==> config.mk <==
export PLATFORM = sky130hd
export DESIGN_NAME = interval_tick_timer
export DESIGN_NICKNAME = d
export VERILOG_FILES = /design/src/rtl/pit_pkg.sv /design/src/rtl/pit_prescaler.sv /design/src/rtl/pit_interval_counter.sv /design/src/rtl/pit_period_tally.sv /design/src/rtl/interval_tick_timer.sv
export SDC_FILE = /design/constraint.sdc
export NUM_CORES = 1
export LEC_CHECK = 0
export ABC_AREA = 0
export BUFFER_PORTS_ARGS = -buffer_cell sky130_fd_sc_hd__buf_4
export CELL_PAD_IN_SITES_DETAIL_PLACEMENT = 0
export CELL_PAD_IN_SITES_GLOBAL_PLACEMENT = 2
export CORE_ASPECT_RATIO = 2
export CORE_MARGIN = 3
export CORE_UTILIZATION = 31
export DETAILED_ROUTE_END_ITERATION = 10
export PLACE_DENSITY = 0.89
export SYNTH_ARGS = -nofsm -noshare
export SYNTH_HDL_FRONTEND = slang
export SYNTH_HIERARCHICAL = 1
export SYNTH_SLANG_ARGS = --single-unit
==> constraint.sdc <==
create_clock -name clk -period 4 [get_ports clk]
set_input_delay 0.2 -clock clk [delete_from_list [all_inputs] [get_ports clk]]
set_output_delay 0.2 -clock clk [all_outputs]
set_load 0.005 [all_outputs]
==> src/rtl/pit_pkg.sv <==
package pit_pkg;

   typedef enum logic [1:0] {
      SEL_MODE  = 2'd0,
      SEL_STAT  = 2'd1,
      SEL_VALUE = 2'd2,
      SEL_IMAGE = 2'd3
   } reg_sel_e;

endpackage

==> src/rtl/pit_prescaler.sv <==
module pit_prescaler #(
   parameter int DIV = 16
) (
   input  logic clk,
   input  logic rst_n,
   input  logic run,
   output logic tick,
   output logic at_zero
);
   localparam int PW = (DIV > 1) ? $clog2(DIV) : 1;

   initial begin
      if (DIV < 2) $error("pit_prescaler: DIV must be at least 2");
   end

   logic [PW-1:0] cnt;

   generate
      if ((DIV & (DIV - 1)) == 0) begin : g_pow2
         always_ff @(posedge clk) begin
            if (!rst_n || !run) cnt <= '0;
            else                cnt <= cnt + 1'b1;
         end
         assign tick = run && (&cnt);
      end else begin : g_mod
         localparam logic [PW-1:0] LAST = PW'(DIV - 1);
         always_ff @(posedge clk) begin
            if (!rst_n || !run)  cnt <= '0;
            else if (cnt == LAST) cnt <= '0;
            else                 cnt <= cnt + 1'b1;
         end
         assign tick = run && (cnt == LAST);
      end
   endgenerate

   assign at_zero = (cnt == '0);
endmodule

==> src/rtl/pit_interval_counter.sv <==
module pit_interval_counter #(
   parameter int CNT_W = 20
) (
   input  logic             clk,
   input  logic             rst_n,
   input  logic             tick,
   input  logic [CNT_W-1:0] piv,
   output logic [CNT_W-1:0] cpiv,
   output logic             wrap
);
   initial begin
      if (CNT_W < 1) $error("pit_interval_counter: CNT_W must be positive");
   end

   logic at_limit;
   assign at_limit = (cpiv == piv);
   assign wrap     = tick && at_limit;

   always_ff @(posedge clk) begin
      if (!rst_n)        cpiv <= '0;
      else if (wrap)     cpiv <= '0;
      else if (tick)     cpiv <= cpiv + 1'b1;
   end
endmodule

==> src/rtl/pit_period_tally.sv <==
module pit_period_tally #(
   parameter int TALLY_W = 12
) (
   input  logic               clk,
   input  logic               rst_n,
   input  logic               wrap,
   input  logic               ack,
   output logic [TALLY_W-1:0] picnt,
   output logic               pending
);
   initial begin
      if (TALLY_W < 1) $error("pit_period_tally: TALLY_W must be positive");
   end

   localparam logic [TALLY_W-1:0] TOP = {TALLY_W{1'b1}};
   localparam logic [TALLY_W-1:0] ONE = TALLY_W'(1);

   always_ff @(posedge clk) begin
      if (!rst_n) begin
         picnt   <= '0;
         pending <= 1'b0;
      end else if (ack) begin
         picnt   <= wrap ? ONE : '0;
         pending <= wrap;
      end else if (wrap) begin
         pending <= 1'b1;
         if (picnt != TOP) picnt <= picnt + 1'b1;
      end
   end
endmodule

==> src/rtl/interval_tick_timer.sv <==
module interval_tick_timer #(
   parameter int DATA_W   = 32,
   parameter int CNT_W    = 20,
   parameter int TALLY_W  = 12,
   parameter int PRESCALE = 16,
   parameter int EN_BIT   = 24,
   parameter int IE_BIT   = 25
) (
   input  logic              clk,
   input  logic              rst_n,
   input  logic              bus_rd,
   input  logic              bus_wr,
   input  logic [1:0]        bus_addr,
   input  logic [DATA_W-1:0] bus_wdata,
   output logic [DATA_W-1:0] bus_rdata,
   output logic              irq
);
   import pit_pkg::*;

   initial begin
      if (CNT_W + TALLY_W > DATA_W) $error("interval_tick_timer: fields exceed data width");
      if (EN_BIT < CNT_W || IE_BIT < CNT_W) $error("interval_tick_timer: enable bits overlap period field");
      if (EN_BIT >= DATA_W || IE_BIT >= DATA_W || EN_BIT == IE_BIT) $error("interval_tick_timer: bad enable bit positions");
   end

   reg_sel_e sel;
   assign sel = reg_sel_e'(bus_addr);

   logic             mode_wr, ack_rd, img_rd;
   logic [CNT_W-1:0] piv;
   logic             en, ie;
   logic             run, tick, pre_zero, wrap, pending;
   logic [CNT_W-1:0] cpiv;
   logic [TALLY_W-1:0] picnt;

   assign mode_wr = bus_wr && (sel == SEL_MODE);
   assign ack_rd  = bus_rd && (sel == SEL_VALUE);
   assign img_rd  = bus_rd && (sel == SEL_IMAGE);

   always_ff @(posedge clk) begin
      if (!rst_n) begin
         piv <= '0;
         en  <= 1'b0;
         ie  <= 1'b0;
      end else if (mode_wr) begin
         piv <= bus_wdata[CNT_W-1:0];
         en  <= bus_wdata[EN_BIT];
         ie  <= bus_wdata[IE_BIT];
      end
   end

   logic unused_wdata;
   assign unused_wdata = ^bus_wdata;

   // keep running until the period in progress has ended at a boundary
   assign run = en || (cpiv != '0) || !pre_zero;

   pit_prescaler #(.DIV(PRESCALE)) i_pre (
      .clk(clk), .rst_n(rst_n), .run(run), .tick(tick), .at_zero(pre_zero)
   );

   pit_interval_counter #(.CNT_W(CNT_W)) i_cnt (
      .clk(clk), .rst_n(rst_n), .tick(tick), .piv(piv), .cpiv(cpiv), .wrap(wrap)
   );

   pit_period_tally #(.TALLY_W(TALLY_W)) i_tally (
      .clk(clk), .rst_n(rst_n), .wrap(wrap), .ack(ack_rd), .picnt(picnt), .pending(pending)
   );

   logic [DATA_W-1:0] mode_word, stat_word, count_word;

   always_comb begin
      mode_word                    = '0;
      mode_word[CNT_W-1:0]         = piv;
      mode_word[EN_BIT]            = en;
      mode_word[IE_BIT]            = ie;
      stat_word                    = '0;
      stat_word[0]                 = pending;
      count_word                   = '0;
      count_word[CNT_W-1:0]        = cpiv;
      count_word[CNT_W +: TALLY_W] = picnt;
   end

   always_comb begin
      unique case (sel)
         SEL_MODE:  bus_rdata = mode_word;
         SEL_STAT:  bus_rdata = stat_word;
         default:   bus_rdata = count_word;
      endcase
   end

   assign irq = pending && ie;
endmodule

=== Word-level counts from Yosys, hierarchy flattened ===
Cells that the tools add are included.

* Bitwise logic cells: 1
* Equal/unequal tests: 4
* Div/mod/pow operators: 0
* Reductions and logical operators: 19
* Multipliers: 0
* Add/sub/neg operators: 3
* Shift operators: 0
* Magnitude comparators: 0
* Muxes and demuxes: 7

{| class="wikitable"
|+ Operator list
! cell !! count
|-
| $pmux 32 s2 || 1
|-
| $mux 12 || 3
|-
| $add 20x1->20 const B || 1
|-
| $eq 20x20->1 || 1
|-
| $reduce_bool 20->1 || 1
|-
| $add 12x1->12 const B || 1
|-
| $ne 12x12->1 const B || 1
|-
| $logic_and 1x1->1 || 5
|-
| $add 4x1->4 const B || 1
|-
| $logic_not 4->1 || 1
|-
| $reduce_and 4->1 || 1
|-
| $reduce_bool 2->1 || 2
|-
| $logic_not 1->1 || 3
|-
| $logic_or 1x1->1 || 3
|-
| $mux 1 || 3
|-
| $eq 2x1->1 const B || 1
|-
| $eq 2x2->1 const B || 1
|-
| $logic_not 2->1 || 1
|-
| $reduce_and 2->1 || 1
|-
| $reduce_or 2->1 || 1
|-
| $not 1->1 || 1
|}

* Bits in registers: 59
* Memories kept: 0
* Bits in read-only memories: 0
* Word-level logic and storage cells: 41
* RAM bits: 0
* Input bits: 38
* Latch bits: 0

=== Longest topological paths before layout ===
Gate-level depths: netlist of run 1.

* Depth in word-level cells: 7
* Mapped depth: 15
* Depth with buffers taken out: 13

=== Hierarchy ===
The synthesis of run 1 kept the hierarchy.

{| class="wikitable"
|+ By module, submodules not included
! module !! cells an instance !! times used !! area an instance (um2)
|-
| interval_tick_timer || 189 || 1 || 1307.5
|-
| pit_interval_counter || 124 || 1 || 1117.3
|-
| pit_period_tally || 82 || 1 || 694.4
|-
| pit_prescaler || 19 || 1 || 183.9
|}

=== Worst setup path before layout of run 1 ===
No wires, ideal clock.

* Path type: flip-flop to flip-flop
* From: register i_pre.cnt[0]
* To: register i_tally.picnt[5]
* Data arrival time: 2709 ps
* Setup slack: 1165 ps
* Setup time: 126 ps
* Clock period less this slack: 2835 ps
* Stages on the path, launching flop included: 16
* Data required time: 3874 ps
* Cells stage by stage: dfxtp_1 > inv_1 > ha_1 > nor3b_1 > nor4b_1 > nand4_1 > or4_1 > and4_2 > buf_2 > nand3_1 > nor3_1 > clkbuf_1 > and3_1 > nand4_1 > xor2_1 > o21ai_0

* Word-level cells in the longest chain between the ends: 7

{| class="wikitable"
|+ RTL lines
! what !! RTL line !! text
|-
| start, declared || pit_prescaler.sv:16 || <nowiki>logic [PW-1:0] cnt;</nowiki>
|-
| start signal, assigned || pit_prescaler.sv:22 || <nowiki>else cnt <= cnt + 1'b1;</nowiki>
|-
| $logic_not 4->1 || pit_prescaler.sv:36 || <nowiki>assign at_zero = (cnt == '0);</nowiki>
|-
| named net pre_zero || interval_tick_timer.sv:32 || <nowiki>logic run, tick, pre_zero, wrap, pending;</nowiki>
|-
| $logic_not 1->1 || interval_tick_timer.sv:56 || <nowiki>assign run = en || (cpiv != '0) || !pre_zero;</nowiki>
|-
| $logic_or 1x1->1 || interval_tick_timer.sv:56 ||
|-
| named net run || interval_tick_timer.sv:32 ||
|-
| $logic_and 1x1->1 || pit_prescaler.sv:24 || <nowiki>assign tick = run && (&cnt);</nowiki>
|-
| named net tick || interval_tick_timer.sv:32 ||
|-
| $logic_and 1x1->1 || pit_interval_counter.sv:17 || <nowiki>assign wrap = tick && at_limit;</nowiki>
|-
| named net wrap || interval_tick_timer.sv:32 ||
|-
| $reduce_bool 2->1 (no line) || n/a ||
|-
| $reduce_and 2->1 (no line) || n/a ||
|-
| end signal, assigned || pit_period_tally.sv:23 || <nowiki>picnt <= wrap ? ONE : '0;</nowiki>
|-
| end signal, assigned || pit_period_tally.sv:27 || <nowiki>if (picnt != TOP) picnt <= picnt + 1'b1;</nowiki>
|-
| end, declared || pit_period_tally.sv:8 || <nowiki>output logic [TALLY_W-1:0] picnt,</nowiki>
|}

The timed path passes the listed nets, and every way through them passes these cells.
A chain may end at the register's enable or synchronous reset.

=== Final worst setup path of run 1 ===
* From: register i_pre.cnt[0]
* To: register i_tally.picnt[9]

The elaborated chain is that of the path after synthesis.

==> results by group, run 1 <==
Run status
  – Outcome: finished, final reports clean

Drt
  – Post-route DRC: 0
  – Routed Antenna Nets: 0
  – Vias: 2996
  – Iter 0 DRT Violations: 168
  – DR pass1 iterations: 4
  – Vias per std cell: 4.93
  – WL/cell: 14.9 um
  – Detailed Route WL: 9.05 mm

Finish
  – Area grow syn2layout: 26.4%
  – Layout fillers: 1148
  – Fraction of layout cells with a size suffix above 1: 19.0%
  – Most common cell after layout, fill and taps aside: nand2_1
  – Antenna Cells: 0
  – Leading cell types in the layout, fill and taps excluded: nand2_1 (81), buf_4 (65), dfxtp_1 (59)
  – Layout Utilization: 40.6%
  – Post-route cell area: 4180 um^2
  – Nets: 510

Timing
  – Fmax: 328 MHz
  – Post-Route Skew: 0.0118 ns
  – Final setup TNS: 0 ns
  – Hold Violations, Final: 0
  – Slew margin rel.: 43.6%
  – Setup Viol. Count Final: 0
  – Worst Tran Pin Value: 0.846 ns
  – Fin worst setup slack: 0.951 ns
  – Unrepaired setup endpoints after global routing: no
  – Min Tclk post-route: 3.05 ns
  – Crit share post-route: 76.2%
  – Pins Over Slew Limit: 0

Yosys
  – Synth unique cells: 45
  – Seq cells post-synth: 59
  – Avg Cell Area, Syn: 7.98 um^2
  – Seq/Total Area, Yosys: 35.8%
  – Top cell type's share of synthesized area: 35.8%
  – Post-Syn Nets: 456
  – Post-synth top flop: dfxtp_1
  – Mapped Cells: 414
  – Number of flops mapped to enable cells by yosys: 0
  – Async SR Flop Fraction: 0%
  – Synth area leaders: dfxtp_1 (36%), nand2_1 (9.2%), xor2_1 (7.4%)
  – Synth warn: 6
  – Synth area leader: dfxtp_1
  – Post-Syn Area: 3300 um^2

CTS
  – Clk buf depth: 2
  – Post-cts resize count: 0
  – Setup bufs post-CTS: 0
  – Clock transition at path regs: 0.06 ns
  – Cts hold-fix bufs: 0
  – Htree depth: 3
  – CTS tree: built
  – CTS sink count: 59
  – Cts bufs inserted: 9
  – Worst skew pair latency: 0.34 ns
  – Clock root cell: clkbuf_16

Critical path
  – Critical Path AT: 3.32 ns
  – R2R Setup Slk: 0.95 ns
  – Startpoint Class: register
  – Crit path max fanout: 11
  – CP Class: register to register
  – Critical Path RT: 4.27 ns
  – Worst setup EP type: register

Global routing
  – Global-route wire length before repair: 14.6 mm
  – Vias in the first global route: 2970
  – GRT overflow: 0
  – Antenna violations before repair: 0
  – Largest net degree at the start of global routing: 58
  – GR Util All Layers: 15.4%

Place
  – Count of input and output buffers: 60
  – GP Congestion: 0.831
  – Hpwl dp: 6.73 mm
  – Pre-CTS WS: 0.946 ns
  – Post-DP Area: 3850 um^2

Floorplanning
  – Area of the core: 10300 um^2
  – Row count: 52
  – Chip width: 79.0 um
  – Die height: 152 um
  – Starting Density: 32.1%
  – DIE AREA: 12000 um^2
  – IO Pins: 71

Pwr
  – Leak pwr: 1.66 nW
  – Worst vdd ir: 0.207 mV
  – PwrDens: 367 nW/um^2

Worst hold path
  – Worst min path class: primary input to register

Flow run
  – Max Cap Violations: 0
Yosys cell counts (2+ instances only):
cell type  instances
a211oi_1           2
a21boi_0          24
a21oi_1            3
a31oi_1            3
and2_1            12
and3_1             4
and4_1             3
buf_2              7
buf_4              2
buf_6              2
clkbuf_1           9
clkbuf_2           2
dfxtp_1           59
ha_1               4
inv_1              4
mux2i_1            3
nand2_1           81
nand2b_1          23
nand3_1           10
nand4_1           12
nor2_1            33
nor2b_1            3
nor3_1             4
nor3b_1            3
nor4_1             8
nor4_4             2
o21a_1             2
o21ai_0           29
or3_1              3
or4_1              3
xnor2_1           14
xor2_1            28
area by class of cell:
class	instances	area, um^2	share of cell area (%)
clock buffer	9	225	5.39
clock inverter	7	101	2.43
inverter	4	15.0	0.360
multi-input combinational	329	2000	47.8
sequential	59	1180	28.3
tap	135	169	4.05
timing repair buffer	65	488	11.7
per-stage QoR:
stage,hold slack [ns],instances,total power [mW]
detailed placement,0.470,592,0.707
finish,0.115,608,1.53
floorplan,0.345,414,0.668
global route,0.118,608,1.58
CTS,0.113,608,1.55
global placement,0.439,592,0.705
critical path, cell delays in order (launching register included):
cell and delay (ns):
dfxtp_1 0.36, inv_1 0.06, ha_1 0.18, nor3b_1 0.13, nor4b_1 0.14, nand4_1 0.09
or4_1 0.18, and4_2 0.35, nand3_1 0.17, nor3_1 0.18, buf_4 0.22, nand4_1 0.20
or4_1 0.44, a21oi_1 0.15, o21a_1 0.11
path summary, 6_finish.rpt:
check,start,endpoint,cells past startpoint
hold reg to reg,i_pre/cnt[0],i_pre/cnt[0],1
setup reg to reg,i_pre/cnt[0],i_tally/picnt[9],14
setup / recovery,i_pre/cnt[0],i_tally/picnt[9],14
hold / removal,bus_wdata[14],piv[14],3
power breakdown:
| group | total, mW | internal [mW] | switching [mW] | leakage, nW |
|---|---|---|---|---|
| Clock | 0.840 | 0.549 | 0.292 | 0.152 |
| Sequential | 0.604 | 0.596 | 0.00825 | 0.477 |
| Combinational | 0.0884 | 0.0408 | 0.0476 | 1.03 |
| Total | 1.53 | 1.19 | 0.348 | 1.66 |
layer usage:
metal / up-vias / GRT usage [%] / wire length [um]
met5: - / 0 / 0
met4: 0 / 6.48 / 171
met3: 10 / 3.02 / 353
met2: 67 / 28.3 / 5020
met1: 1405 / 16.5 / 3500
li1: 1514 / - / -
sequential cells by signal (all words and copies together) (netlist names):
register / flops
en: 1
i_tally/picnt: 12
piv: 20
i_pre/cnt: 4
i_cnt/cpiv: 20
ie: 1
i_tally/pending: 1
kinds of logic after synthesis:
family | synth area share, %
buf+inv | 3.98
simple gates | 33.8
mux | 0.909
compound gates | 12.9
flops | 35.8
fa+ha+maj | 1.52
xor+xnor | 11.1
(Power assumes the default switching activity.)
==> run 2: changes to the inputs <==
ABC_AREA = 1   (was 0)
CORE_UTILIZATION = 26   (was 31)
PLACE_DENSITY = 0.85   (was 0.89)
clock period = 2.7 ns   (was 4 ns; I/O delays follow)
==> run 2 against run 1 <==
Compared with the run above: design area rose by 15%; combinational power rose by 130%; non-clock buffer count is 9 higher; final cell count rose by 44%.
==> results by group, run 2 <==
Floorplanning
  – Die height: 177 um
  – DIE AREA: 16100 um^2
  – Area of the core: 14000 um^2
  – Starting Density: 26.9%
  – Chip width: 91.3 um
  – Row count: 61
  – IO Pins: 71

Finish
  – Antenna Cells: 0
  – Most common cell after layout, fill and taps aside: nand2_1
  – Layout Utilization: 34.3%
  – Nets: 726
  – Area grow syn2layout: 27.3%
  – Top flop regs: i_cnt/cpiv (20), piv (20), i_tally/picnt (12)
  – Fraction of layout cells with a size suffix above 1: 17.4%
  – Leading cell types in the layout, fill and taps excluded: nand2_1 (187), nor2_1 (125), inv_1 (91)
  – Final cell count without fillers: 878

CTS
  – Clock transition at path regs: 0.06 ns
  – Cts bufs inserted: 9
  – CTS sink count: 59
  – Clk buf depth: 2
  – CTS tree: built
  – Clock root cell: clkbuf_16
  – Cts hold-fix bufs: 0
  – Htree depth: 3
  – Worst skew pair latency: 0.33 ns

Pwr
  – Clock power frac: 55.9%
  – Leak pwr: 2.25 nW
  – PwrDens: 525 nW/um^2
  – Net Sw Power: 0.560 mW
  – Flop pwr share: 36.1%
  – Combinational share of power: 8.0%
  – Worst vdd ir: 0.294 mV
  – Sw Share: 22.1%
  – Int Pwr: 1.97 mW

Yosys
  – Seq/Total Area, Yosys: 31.2%
  – Top cell type's share of synthesized area: 31.2%
  – Post-Syn Area: 3780 um^2
  – Seq cells post-synth: 59
  – Synth unique cells: 30
  – Post-synth top flop: dfxtp_1
  – Post-Syn Nets: 660
  – Number of flops mapped to enable cells by yosys: 0
  – Top cells by instance count after synthesis: nand2_1 (187), nor2_1 (126), inv_1 (92), dfxtp_1 (59), nand3b_1 (23)
  – Mapped Cells: 618
  – Synth area leaders: dfxtp_1 (31%), nand2_1 (19%), nor2_1 (13%)
  – Async SR Flop Fraction: 0%
  – Avg Cell Area, Syn: 6.12 um^2
  – Synth area leader: dfxtp_1
  – Cell with the most instances after synthesis: nand2_1
  – Synth warn: 6

Timing
  – Hold Violations, Final: 0
  – Worst Tran Pin Value: 0.533 ns
  – Slew margin rel.: 64.4%
  – Final setup TNS: 0 ns
  – Unrepaired setup endpoints after global routing: no
  – Pins Over Slew Limit: 0
  – Crit share post-route: 87.5%
  – Post-Route Skew: 0.00874 ns
  – Fmax: 423 MHz
  – Min Tclk post-route: 2.36 ns
  – Setup Viol. Count Final: 0

Drt
  – Vias: 3823
  – WL/cell: 13.8 um
  – Met2 wire len: 6.76 mm
  – DR pass1 iterations: 4
  – Routed Antenna Nets: 0
  – Iter 0 DRT Violations: 131
  – WL met1: 4.49 mm
  – Detailed Route WL: 12.1 mm
  – Vias per std cell: 4.35
  – Max Used Layer: met4
  – Met3 Routed Length: 353 um
  – Post-route DRC: 0

Global routing
  – GR Util All Layers: 15.5%
  – Largest net degree at the start of global routing: 35
  – Antenna violations before repair: 0
  – Global-route wire length before repair: 19.4 mm
  – GRT overflow: 0
  – Vias in the first global route: 3845

Critical path
  – CP Class: register to register
  – R2R Setup Slk: 0.34 ns
  – Critical Path AT: 2.59 ns
  – Worst setup EP type: register
  – Startpoint Class: register
  – Critical Path RT: 2.92 ns
  – Crit path max fanout: 11

Place
  – GP Congestion: 0.865
  – Hpwl dp: 9.49 mm
  – Placed cells: 861
  – Count of input and output buffers: 60

Flow run
  – Max Cap Violations: 0

Worst hold path
  – Worst min path class: primary input to register

Run status
  – Outcome: finished, final reports clean
-- run 2: cell count changes after synthesis, moves of 19 or more --
cell,previous run,this run
nor2_1,33,126
a21boi_0,24,0
inv_1,4,92
a22o_1,0,19
o21ai_0,29,8
nand2_1,81,187
nand3b_1,1,23
nand2b_1,23,0
-- run 2: logic make-up after synthesis --
group | count (synthesis) | share of synthesized area (%)
and+or+nand+nor | 387 | 43.9
buffers and inverters | 117 | 13.1
AOI/OAI and AO/OA | 33 | 6.25
adders and majority gates | 4 | 1.32
xor gates and xnor gates | 17 | 3.94
DFF | 59 | 31.2
muxes | 1 | 0.265
-- run 2: cell type report --
cell class                      count  area (um^2)
Fill cell                        1622         9230
Multi-Input combinational cell    442         2110
Sequential cell                    59         1180
Timing Repair Buffer               74          556
Inverter                           98          368
Tap cell                          189          236
Clock buffer                        9          225
Clock inverter                      7          140
-- run 2: final timing paths --
path / startpoint / end / cells after the start
setup / recovery: i_pre/cnt[1] / i_tally/picnt[6] / 22
setup reg to reg: i_pre/cnt[1] / i_tally/picnt[6] / 22
hold reg to reg: i_pre/cnt[0] / i_pre/cnt[0] / 1
hold / removal: bus_wdata[5] / piv[5] / 4
-- run 2: per-layer routing --
layer / up-vias / track usage (%)
met3: 22 / 2.90
li1: 1994 / -
met5: - / 0
met1: 1735 / 15.6
met2: 72 / 29.8
met4: 0 / 7.56
-- run 2: worst max-delay path, cell delays in order, from the launching register on --
cell     delay [ns]
dfxtp_1        0.36
inv_1          0.07
ha_1           0.18
nor3b_1        0.13
inv_1          0.05
nor2_1         0.03
nand2_1        0.06
nor2_1         0.04
nand3_1        0.08
nand2_1        0.07
nor2_2         0.10
nand2_1        0.06
nor2_1         0.10
nand2_1        0.06
nor2_1         0.08
nand3_1        0.11
inv_1          0.12
nor2_1         0.07
nor2_1         0.12
buf_4          0.20
nand2_1        0.06
nand2_1        0.06
nor2_1         0.04
-- run 2: power by group through the flow --
stage               clock [mW]  sequential (mW)  combinational, mW
finish                    1.41            0.912              0.203
global route              1.48            0.915              0.228
CTS                       1.44            0.912              0.206
detailed placement           0            0.931              0.205
global placement             0            0.930              0.203
floorplan                    0            0.922              0.132
-- run 2: through the flow --
step | instance area, um^2 | hold WS (ns) | worst slack (ns) | total power [mW]
after floorplan | 3780 | 0.256 | 0.379 | 1.05
after global placement | 4440 | 0.443 | 0.268 | 1.13
after detailed placement | 4440 | 0.455 | 0.193 | 1.14
after CTS | 4810 | 0.109 | 0.177 | 2.56
after global routing | 4820 | 0.130 | 0.0255 | 2.63
final | 4820 | 0.116 | 0.336 | 2.53
-- run 2: timing repair --
item                                    CTS  global route
resized for setup                         0             3
endpoints found under the setup margin    0             8
setup buffers                             0             1
